**src/rtl/sar_rd_pkg.sv**
```systemverilog
package sar_rd_pkg;

  localparam int RES_W      = 16;
  localparam int CNT_W      = 5;
  localparam int LEAD_EDGES = 6;   // five sampling periods plus the null bit
  localparam int MIN_READ   = 3;

  typedef enum logic [1:0] {
    RD_IDLE,
    RD_FRAME,
    RD_GAP,
    RD_HOLD
  } rd_state_e;

  // System cycles per serial clock phase: the requested divider, raised to
  // the smallest count that still meets the minimum phase time.
  function automatic int phase_cycles(int div, int sys_ns, int min_ns);
    int need;
    need = (min_ns + sys_ns - 1) / sys_ns;
    return (div > need) ? div : need;
  endfunction

  // Bring a requested bit count into the legal 3..16 range.
  function automatic logic [CNT_W-1:0] clamp_count(logic [CNT_W-1:0] req);
    logic [CNT_W-1:0] lo_c;
    logic [CNT_W-1:0] hi_c;
    lo_c = CNT_W'(MIN_READ);
    hi_c = CNT_W'(RES_W);
    if (req < lo_c) return lo_c;
    if (req > hi_c) return hi_c;
    return req;
  endfunction

endpackage

```
**src/rtl/sar_rd_clkgen.sv**
```systemverilog
module sar_rd_clkgen #(
  parameter int PHASE_CYC = 10
) (
  input  logic clk,
  input  logic rst_n,
  input  logic run,
  output logic sclk,
  output logic rise_tick,
  output logic fall_tick
);
  localparam int PW = $clog2(PHASE_CYC + 1);

  logic [PW-1:0] cnt;
  logic          sclk_q;
  logic          wrap;

  assign wrap = (cnt == PW'(PHASE_CYC - 1));

  always_ff @(posedge clk or negedge rst_n) begin
    if (!rst_n) begin
      cnt    <= '0;
      sclk_q <= 1'b0;
    end else if (!run) begin
      cnt    <= '0;
      sclk_q <= 1'b0;
    end else if (wrap) begin
      cnt    <= '0;
      sclk_q <= ~sclk_q;
    end else begin
      cnt    <= cnt + 1'b1;
    end
  end

  // Ticks mark the cycle whose edge toggles the clock output.
  assign rise_tick = run & wrap & ~sclk_q;
  assign fall_tick = run & wrap &  sclk_q;
  assign sclk      = sclk_q;

endmodule

```
**src/rtl/sar_rd_shifter.sv**
```systemverilog
module sar_rd_shifter #(
  parameter int W = 16
) (
  input  logic         clk,
  input  logic         rst_n,
  input  logic         clear,
  input  logic         load_en,
  input  logic         din,
  output logic [W-1:0] word
);
  localparam int PW = $clog2(W);

  logic [PW-1:0] ptr;

  // Bits land from the top down, so a short read is left-aligned and its
  // untouched low bits keep the zeros written by clear.
  always_ff @(posedge clk or negedge rst_n) begin
    if (!rst_n) begin
      word <= '0;
      ptr  <= PW'(W - 1);
    end else if (clear) begin
      word <= '0;
      ptr  <= PW'(W - 1);
    end else if (load_en) begin
      word[ptr] <= din;
      ptr       <= ptr - 1'b1;
    end
  end

endmodule

```
**src/rtl/sar_serial_reader.sv**
```systemverilog
module sar_serial_reader
  import sar_rd_pkg::*;
#(
  parameter int HALF_DIV      = 2,
  parameter int SYS_PERIOD_NS = 20,
  parameter int MIN_PHASE_NS  = 200,
  parameter int IDLE_CYC      = 8
) (
  input  logic        clk,
  input  logic        rst_n,
  input  logic        start_req,
  input  logic [4:0]  read_bits,
  output logic        busy,
  output logic        cs_n,
  output logic        sclk,
  input  logic        sdata,
  output logic        res_valid,
  input  logic        res_ready,
  output logic [15:0] res_data,
  output logic [4:0]  res_bits,
  output logic        res_frame_err
);
  localparam int EFF_HALF = phase_cycles(HALF_DIV, SYS_PERIOD_NS, MIN_PHASE_NS);
  localparam int GW       = $clog2(IDLE_CYC + 1);

  rd_state_e        state;
  logic             cs_q;
  logic [CNT_W-1:0] n_q;
  logic [5:0]       edge_q;
  logic [GW-1:0]    gap_q;
  logic             err_q;

  // Named internal events
  logic       frame_run;
  logic       rise_tick;
  logic       fall_tick;
  logic       accept;
  logic       null_tick;
  logic       capture_tick;
  logic       last_fall;
  logic       gap_done;
  logic [5:0] last_edge;

  assign frame_run    = (state == RD_FRAME);
  assign accept       = start_req && (state == RD_IDLE);
  assign last_edge    = 6'(LEAD_EDGES) + {1'b0, n_q};
  assign null_tick    = rise_tick && (edge_q == 6'(LEAD_EDGES - 1));
  assign capture_tick = rise_tick && (edge_q >= 6'(LEAD_EDGES)) && (edge_q < last_edge);
  assign last_fall    = fall_tick && (edge_q == last_edge);
  assign gap_done     = (state == RD_GAP) && (gap_q == GW'(IDLE_CYC - 1));

  sar_rd_clkgen #(.PHASE_CYC(EFF_HALF)) u_clkgen (
    .clk       (clk),
    .rst_n     (rst_n),
    .run       (frame_run),
    .sclk      (sclk),
    .rise_tick (rise_tick),
    .fall_tick (fall_tick)
  );

  sar_rd_shifter #(.W(RES_W)) u_shifter (
    .clk     (clk),
    .rst_n   (rst_n),
    .clear   (accept),
    .load_en (capture_tick),
    .din     (sdata),
    .word    (res_data)
  );

  always_ff @(posedge clk or negedge rst_n) begin
    if (!rst_n) begin
      state  <= RD_IDLE;
      cs_q   <= 1'b1;
      n_q    <= CNT_W'(MIN_READ);
      edge_q <= '0;
      gap_q  <= '0;
      err_q  <= 1'b0;
    end else begin
      case (state)
        RD_IDLE: begin
          if (start_req) begin
            state  <= RD_FRAME;
            cs_q   <= 1'b0;
            n_q    <= clamp_count(read_bits);
            edge_q <= '0;
            err_q  <= 1'b0;
          end
        end
        RD_FRAME: begin
          if (rise_tick) edge_q <= edge_q + 6'd1;
          if (null_tick) err_q  <= sdata;
          if (last_fall) begin
            state <= RD_GAP;
            cs_q  <= 1'b1;
            gap_q <= '0;
          end
        end
        RD_GAP: begin
          if (gap_done) state <= RD_HOLD;
          else          gap_q <= gap_q + 1'b1;
        end
        RD_HOLD: begin
          if (res_ready) state <= RD_IDLE;
        end
        default: state <= RD_IDLE;
      endcase
    end
  end

  assign cs_n          = cs_q;
  assign busy          = (state != RD_IDLE);
  assign res_valid     = (state == RD_HOLD);
  assign res_bits      = n_q;
  assign res_frame_err = err_q;

endmodule

```
**config.mk**
```make
export PLATFORM = sky130hd
export DESIGN_NAME = sar_serial_reader
export DESIGN_NICKNAME = d
export VERILOG_FILES = /design/src/rtl/sar_rd_pkg.sv /design/src/rtl/sar_rd_clkgen.sv /design/src/rtl/sar_rd_shifter.sv /design/src/rtl/sar_serial_reader.sv
export SDC_FILE = /design/constraint.sdc
export NUM_CORES = 1
export LEC_CHECK = 0
export BUFFER_PORTS_ARGS = -buffer_cell sky130_fd_sc_hd__buf_2
export CORE_UTILIZATION = 25
export DETAILED_ROUTE_END_ITERATION = 7
export PLACE_DENSITY = 0.44
export SLEW_MARGIN = 10
export SYNTH_ARGS = -nofsm -noshare
export SYNTH_HDL_FRONTEND = slang
export SYNTH_SLANG_ARGS = --single-unit
```
**constraint.sdc**
```tcl
create_clock -name clk -period 7.05 [get_ports clk]
set_input_delay 1.7625 -clock clk [delete_from_list [all_inputs] [get_ports clk]]
set_output_delay 1.7625 -clock clk [all_outputs]
set_load 0.05 [all_outputs]
```
* After elaboration in Yosys (flattened, before gate mapping)
Index checks and enable logic that the tools add are counted.
** Storage, ports and cells
- Bits of input ports :: 10
- Output and inout bits :: 26
- Logic and storage cells :: 96
- Latch bits :: 0
- ROM bits :: 0
- Register bits after elaboration :: 44
- Memories :: 0
- Bits in writable memories :: 0
** Cells by class
- Equal/unequal tests :: 15
- $mul :: 0
- Shift operators :: 0
- Reductions and logical operators :: 18
- Magnitude comparators :: 6
- Div/mod/pow operators :: 0
- Mux-type cells :: 38
- Add/sub/neg operators :: 5
- Bitwise gates (word level) :: 4
** Operators by type and width (number)
- 2-to-1 mux 16 bit :: 2
- 2-to-1 mux 4 bit :: 6
- 2-to-1 mux 5 bit :: 4
- bitwise mux 16 bit :: 1
- != test 2 bit, second input constant :: 7
- 2-to-1 mux 1 bit :: 13
- 2-to-1 mux 6 bit :: 2
- one-hot mux 6 bit (2 select lines) :: 1
- AND reduction 3 bit :: 4
- adder 4 x 1 -> 4 bit, second input constant :: 2
- 2-to-1 mux 2 bit :: 4
- one-hot mux 2 bit (4 select lines) :: 1
- one-hot mux 4 bit (2 select lines) :: 1
- nonzero test 2 bit :: 4
- logical AND 1 bit :: 7
- adder 3 x 5 -> 6 bit, first input constant :: 1
- adder 6 x 1 -> 6 bit, second input constant :: 1
- == test 6 x 3 -> 1 bit, second input constant :: 1
- == test 6 bit :: 1
- >= comparator 6 x 3 -> 1 bit, second input constant :: 1
- less-than comparator 6 bit :: 1
- greater-than comparator 5 bit, second input constant :: 1
- less-than comparator 4 x 5 -> 1 bit, second input constant :: 1
- less-than comparator 5 x 2 -> 1 bit, second input constant :: 1
- other kinds (14) :: 18

* Depth between registers and ports, before layout
- Depth in word-level cells :: 9
- Mapped depth :: 9

* Hierarchy
Synthesis repeated with hierarchy kept, for this count alone.
** Second synthesis, totals
- Cells, all modules :: 268
- Area, all modules :: 2752.6 um^2
** By module, submodules not included
- sar_serial_reader :: area an instance 1345.0 um^2, sequential area each 479.2 um^2, times used 1, cells an instance 146
- sar_rd_shifter :: area an instance 1147.4 um^2, sequential area each 505.5 um^2, times used 1, cells an instance 97
- sar_rd_clkgen :: area an instance 260.2 um^2, sequential area each 125.1 um^2, times used 1, cells an instance 25

* Worst setup path before layout
OpenSTA, ideal clock, no wires.
- Kind :: reg-to-output
- Start :: register state[0]
- End :: output port busy
- Buffers on the path :: 0
- Cell stages (with the launch flop) :: 4
- Required time :: 5.287 ns
- Path slack :: 4.287 ns
- Arrival time :: 1.000 ns
- Cell sequence :: dfrtp_1 -> inv_1 -> ha_1 -> inv_1
** Between the ends
- Cells in the longest elaborated chain, start to end :: 1
** RTL lines
- start: declaration :: line sar_serial_reader.sv:26 : rd_state_e state;
- start signal: assignment :: line sar_serial_reader.sv:72 : state <= RD_IDLE;
- start signal: assignment :: line sar_serial_reader.sv:82 : state <= RD_FRAME;
- start signal: assignment :: line sar_serial_reader.sv:93 : state <= RD_GAP;
- nonzero test 2 bit :: line sar_serial_reader.sv:111 : assign busy = (state != RD_IDLE);
- end: declaration :: line sar_serial_reader.sv:13 : output logic busy,
No other way between the ends.

* Worst setup path in the final report
- Start :: input port start_req
- End :: register u_shifter.word[0]
** Between the ends
- Cells in the longest elaborated chain, start to end :: 2
- Elaborated cells on any way between the ends :: 3
- Classes of those cells :: mux (1); reduce/logical (2)
** RTL lines
- start: declaration :: line sar_serial_reader.sv:11 : input logic start_req,
- logical AND 1 bit (*) :: line sar_serial_reader.sv:45 : assign accept = start_req && (state == RD_IDLE);
- 2-to-1 mux 16 bit / nonzero test 2 bit (equally long branches)
- end signal: indexed assignment :: line sar_rd_shifter.sv:25 : word[ptr] <= din;
- end: declaration :: line sar_rd_shifter.sv:9 : output logic [W-1:0] word
Mark *: on every way between the ends. The rest lies on a longest branch, timed or not.
A chain may end at the register's enable or synchronous reset.

==> impl_results.md <==
- Vias: between 1.5k and 2k
- Mapped Avg Cell Area: a little over 10 um2
- Leakage power: between 1 and 1.5 nW
- Most used cell, CP: nand2_1
- Worst path cell trace: buf_2 -> nand2_1 -> nand2_1 -> mux2i_1
- Crit share post-route: between 40% and 50%
- Clock slew at reported path FFs: 0.09 ns
- TritonCTS clock tree: built
- Clock period minus worst slack: about 3.2 ns
- Share of layout cells above drive strength 1: 21.68%
- Comb pwr share: between 7 and 8%
- Final hold slack: between 0.4 and 0.5 ns
- R2R depth: 8
- Vias in the first global route: between 1.5k and 2k
- Achievable Freq: ~0.31 GHz
- CP max stage cell: nand2_1
- Worst setup SP type: primary input
- RSZ-0062 raised after global routing: false
- Cts hold-fix bufs: 0
- Worst R2R Setup Slack: around 4.3 ns
- ANT cells: 0
- Hold Startpoint: res_bits[0]
- Chip height: between 100 and 150 um
- Switch Pwr: roughly 0.00013 W
- Netlist cell types: approximately 40
- Max rail drop VDD: between 0.07 and 0.08 mV
- Synth top area cells: dfrtp_1 36%, ha_1 11%, dfstp_2 7.2%
- IO Count: 36
- CP endpoint kind: flop
- Total power: roughly 0.00050 W
- Seq pwr share: between 50% and 60%
- Power Density: 168.4 nW/um2
- WP data arrival: between 3 and 4 ns
- Hold Crit Class: flop to flop
- Final setup margin: 3.804 ns
- Clk_lat worst skew: 0.30 ns
- Final core utilization: a little under a third
- Max H-tree Level: 2
- Max Root-Sink Buffers: 2
- Worst r2r src: res_bits[1]
- Number of I/O port buffers: 35
- Outcome: finished, final reports clean
- Starting DRT DRC Count: between 50 and 60
- Hold Path End: res_bits[0]
- Slew @ Worst Pin: between 1 and 1.5 ns
- Clk network pwr share: between 40 and 50%
- Final Hold Fails: 0
- Synthesized cell area: ~2600 um2
- Setup violators final: 0
- CP top delay family: simple AND/OR/NAND/NOR gates
- Full die area: 10620 um2
- Row cnt: 36
- Internal power: approximately 0.00037 W
- Largest net degree at the start of global routing: between 40 and 50
- Post-CTS Setup Bufs: 0
- Worst Hold Depth: 2
- GP Congestion: ~0.71
- Fillcell total: around 1.1k
- Core area: slightly below 10000 um2
- Buf/Inv on CP: 1
- Final HPWL DP: 3.979 mm
- First-pass GRT wire length: around 9.5 mm
- Switching portion of total power: 25.26%
- Metal2 WL: roughly 2.5 mm
- Synth Warn #: 0
- Clock buffer count from CTS: 5
- DR WL met3: ~200 um
- Congestion Overflow GR: 0
- Drt wl/cell: ~13 um
- Slew margin rel.: 31.61%
- Most area-hungry cell type in the Yosys netlist: dfrtp_1
- Die X: ~100 um
- Worst Path Max Fanout: 28
- Antenna-violating nets left: 0
- Setup TNS: 0 ns
- DRT met1 WL: ~2.9 mm
- Synth Register Bits: 44
- Resize count post-CTS: 0
- First-pass detailed-route iteration total: 5
- Synth Instances: ~250
- Top routing layer in use: met4
- Root buffer cell: clkbuf_8
- Total global routing track utilization: between 10% and 20%
- Clk sink count: 44
- Max incr delay on CP: between 0.6 and 0.7 ns
- Worst r2r dst: u_shifter.word[2]
- Initial antenna violation count: 0
- DR vias/cell: around 4.4
- Register area share after synthesis: between 40% and 50%
- Post-Place Worst Slack: approximately 3.4 ns
- Synth top area share: between 30% and 40%
- Worst EP required: just over 7 ns
- Crit Path Category: primary input to flop
- Clock Skews: ~0.010 ns
- Area grow syn2layout: 15.78%
- Max Cap Viol: 0
- Slew Limit Fails: 0
- Initial Utilization: ~26%
- Nets: approximately 320
- Routed WL: about 5.6 mm
- Syn Nets: between 200 and 300
- Drt drc: 0
[cell type report]
class | instances | area, um2 | area share (%)
Clock inverter | 3 | 47.55 | 1.609
Inverter | 12 | 45.04 | 1.524
Tap cell | 133 | 166.4 | 5.631
Timing Repair Buffer | 35 | 175.2 | 5.927
Multi-Input combinational cell | 187 | 1343 | 45.43
Clock buffer | 5 | 68.82 | 2.329
Sequential cell | 44 | 1110 | 37.55
[power groups by stage]
stage / registers [W] / logic (W) / clock network, W
floorplan: 0.000281 / 0.00000626 / 0
global placement: 0.000265 / 0.0000383 / 0
detailed placement: 0.000264 / 0.0000387 / 0
CTS: 0.000260 / 0.0000387 / 0.000209
global route: 0.000260 / 0.0000407 / 0.000218
finish: 0.000260 / 0.0000376 / 0.000200
[worst max path at each step]
| stage | from | endpoint | slack [ns] | cells after the start |
|---|---|---|---|---|
| after CTS | start_req | u_shifter.word[13] | 3.70 | 4 |
| after global routing | start_req | u_shifter.word[4] | 3.50 | 4 |
| after global placement | start_req | u_shifter.word[3] | 3.44 | 4 |
| after floorplan | state[0] | busy | 4.29 | 3 |
| after detailed placement | start_req | u_shifter.word[6] | 3.38 | 4 |
| final | start_req | u_shifter.word[0] | 3.80 | 4 |
[cells by family after synthesis]
kind of cell,Yosys count,share of synthesized area (%)
and+or+nand+nor,99,21.08
DFF,44,43.48
AOI/OAI and AO/OA,37,9.657
adders and majority gates,22,10.78
muxes,20,7.990
xor gates and xnor gates,9,3.088
buffers and inverters,20,3.921
[worst min-delay path, cell delays in order, from the launching register on]
cell and delay, ns:
dfstp_2 0.39, nand2_1 0.05, o31ai_1 0.06
[state kept, by name (all words and copies together), names as in the netlist]
signal / flops
state: 2
edge_q: 6
u_shifter.word: 16
cs_n: 1
gap_q: 4
res_bits: 5
res_frame_err: 1
u_clkgen.sclk: 1
u_shifter.ptr: 4
u_clkgen.cnt: 4
[layout by cell type, fill, tap and decap left out, types with 4 or more instances in the layout]
| master | count |
|---|---|
| clkbuf_8 | 5 |
| nand2_1 | 31 |
| dfrtp_1 | 37 |
| nor2_1 | 14 |
| nor2b_1 | 4 |
| o21ai_0 | 8 |
| nand4_1 | 17 |
| mux2i_1 | 17 |
| xnor2_1 | 4 |
| buf_2 | 35 |
| a21oi_1 | 11 |
| xor2_1 | 5 |
| nand3b_1 | 4 |
| inv_1 | 12 |
| ha_1 | 22 |
| nand3_1 | 7 |
| nand2b_1 | 5 |
| dfstp_2 | 7 |
| o21ai_1 | 4 |
[routing by layer]
metal	vias up	track usage, %
met2	28	18.15
met1	861	16.41
met5	-	0
met3	4	2.780
met4	0	2.925
li1	957	-
[synthesized netlist by cell type, drive strengths merged]
library cell / count
nand2b: 5
o311ai: 1
clkbuf: 4
o211ai: 2
dfstp: 7
xor2: 5
o31ai: 3
a31oi: 2
and4: 2
a21boi: 1
a21oi: 11
mux2: 3
o21a: 1
nor3b: 3
o21ai: 13
nand2: 31
mux2i: 17
nor2b: 4
nand4: 17
dfrtp: 37
buf: 4
ha: 22
nor2: 14
a22o: 1
and3: 2
nor4: 1
nor3: 3
xnor2: 4
o2111ai: 1
and2: 3
nand3: 7
o211a: 1
inv: 12
or3: 2
nand3b: 5
[metrics by stage]
| stage | instances | area, um2 |
|---|---|---|
| 2_1_floorplan | 251 | 2552 |
| 3_3_place_gp | 411 | 2839 |
| 3_5_place_dp | 411 | 2839 |
| 4_1_cts | 419 | 2955 |
| 5_1_grt | 419 | 2955 |
| 6_report | 419 | 2955 |
Note: power is estimated with default switching activity, not from simulation.
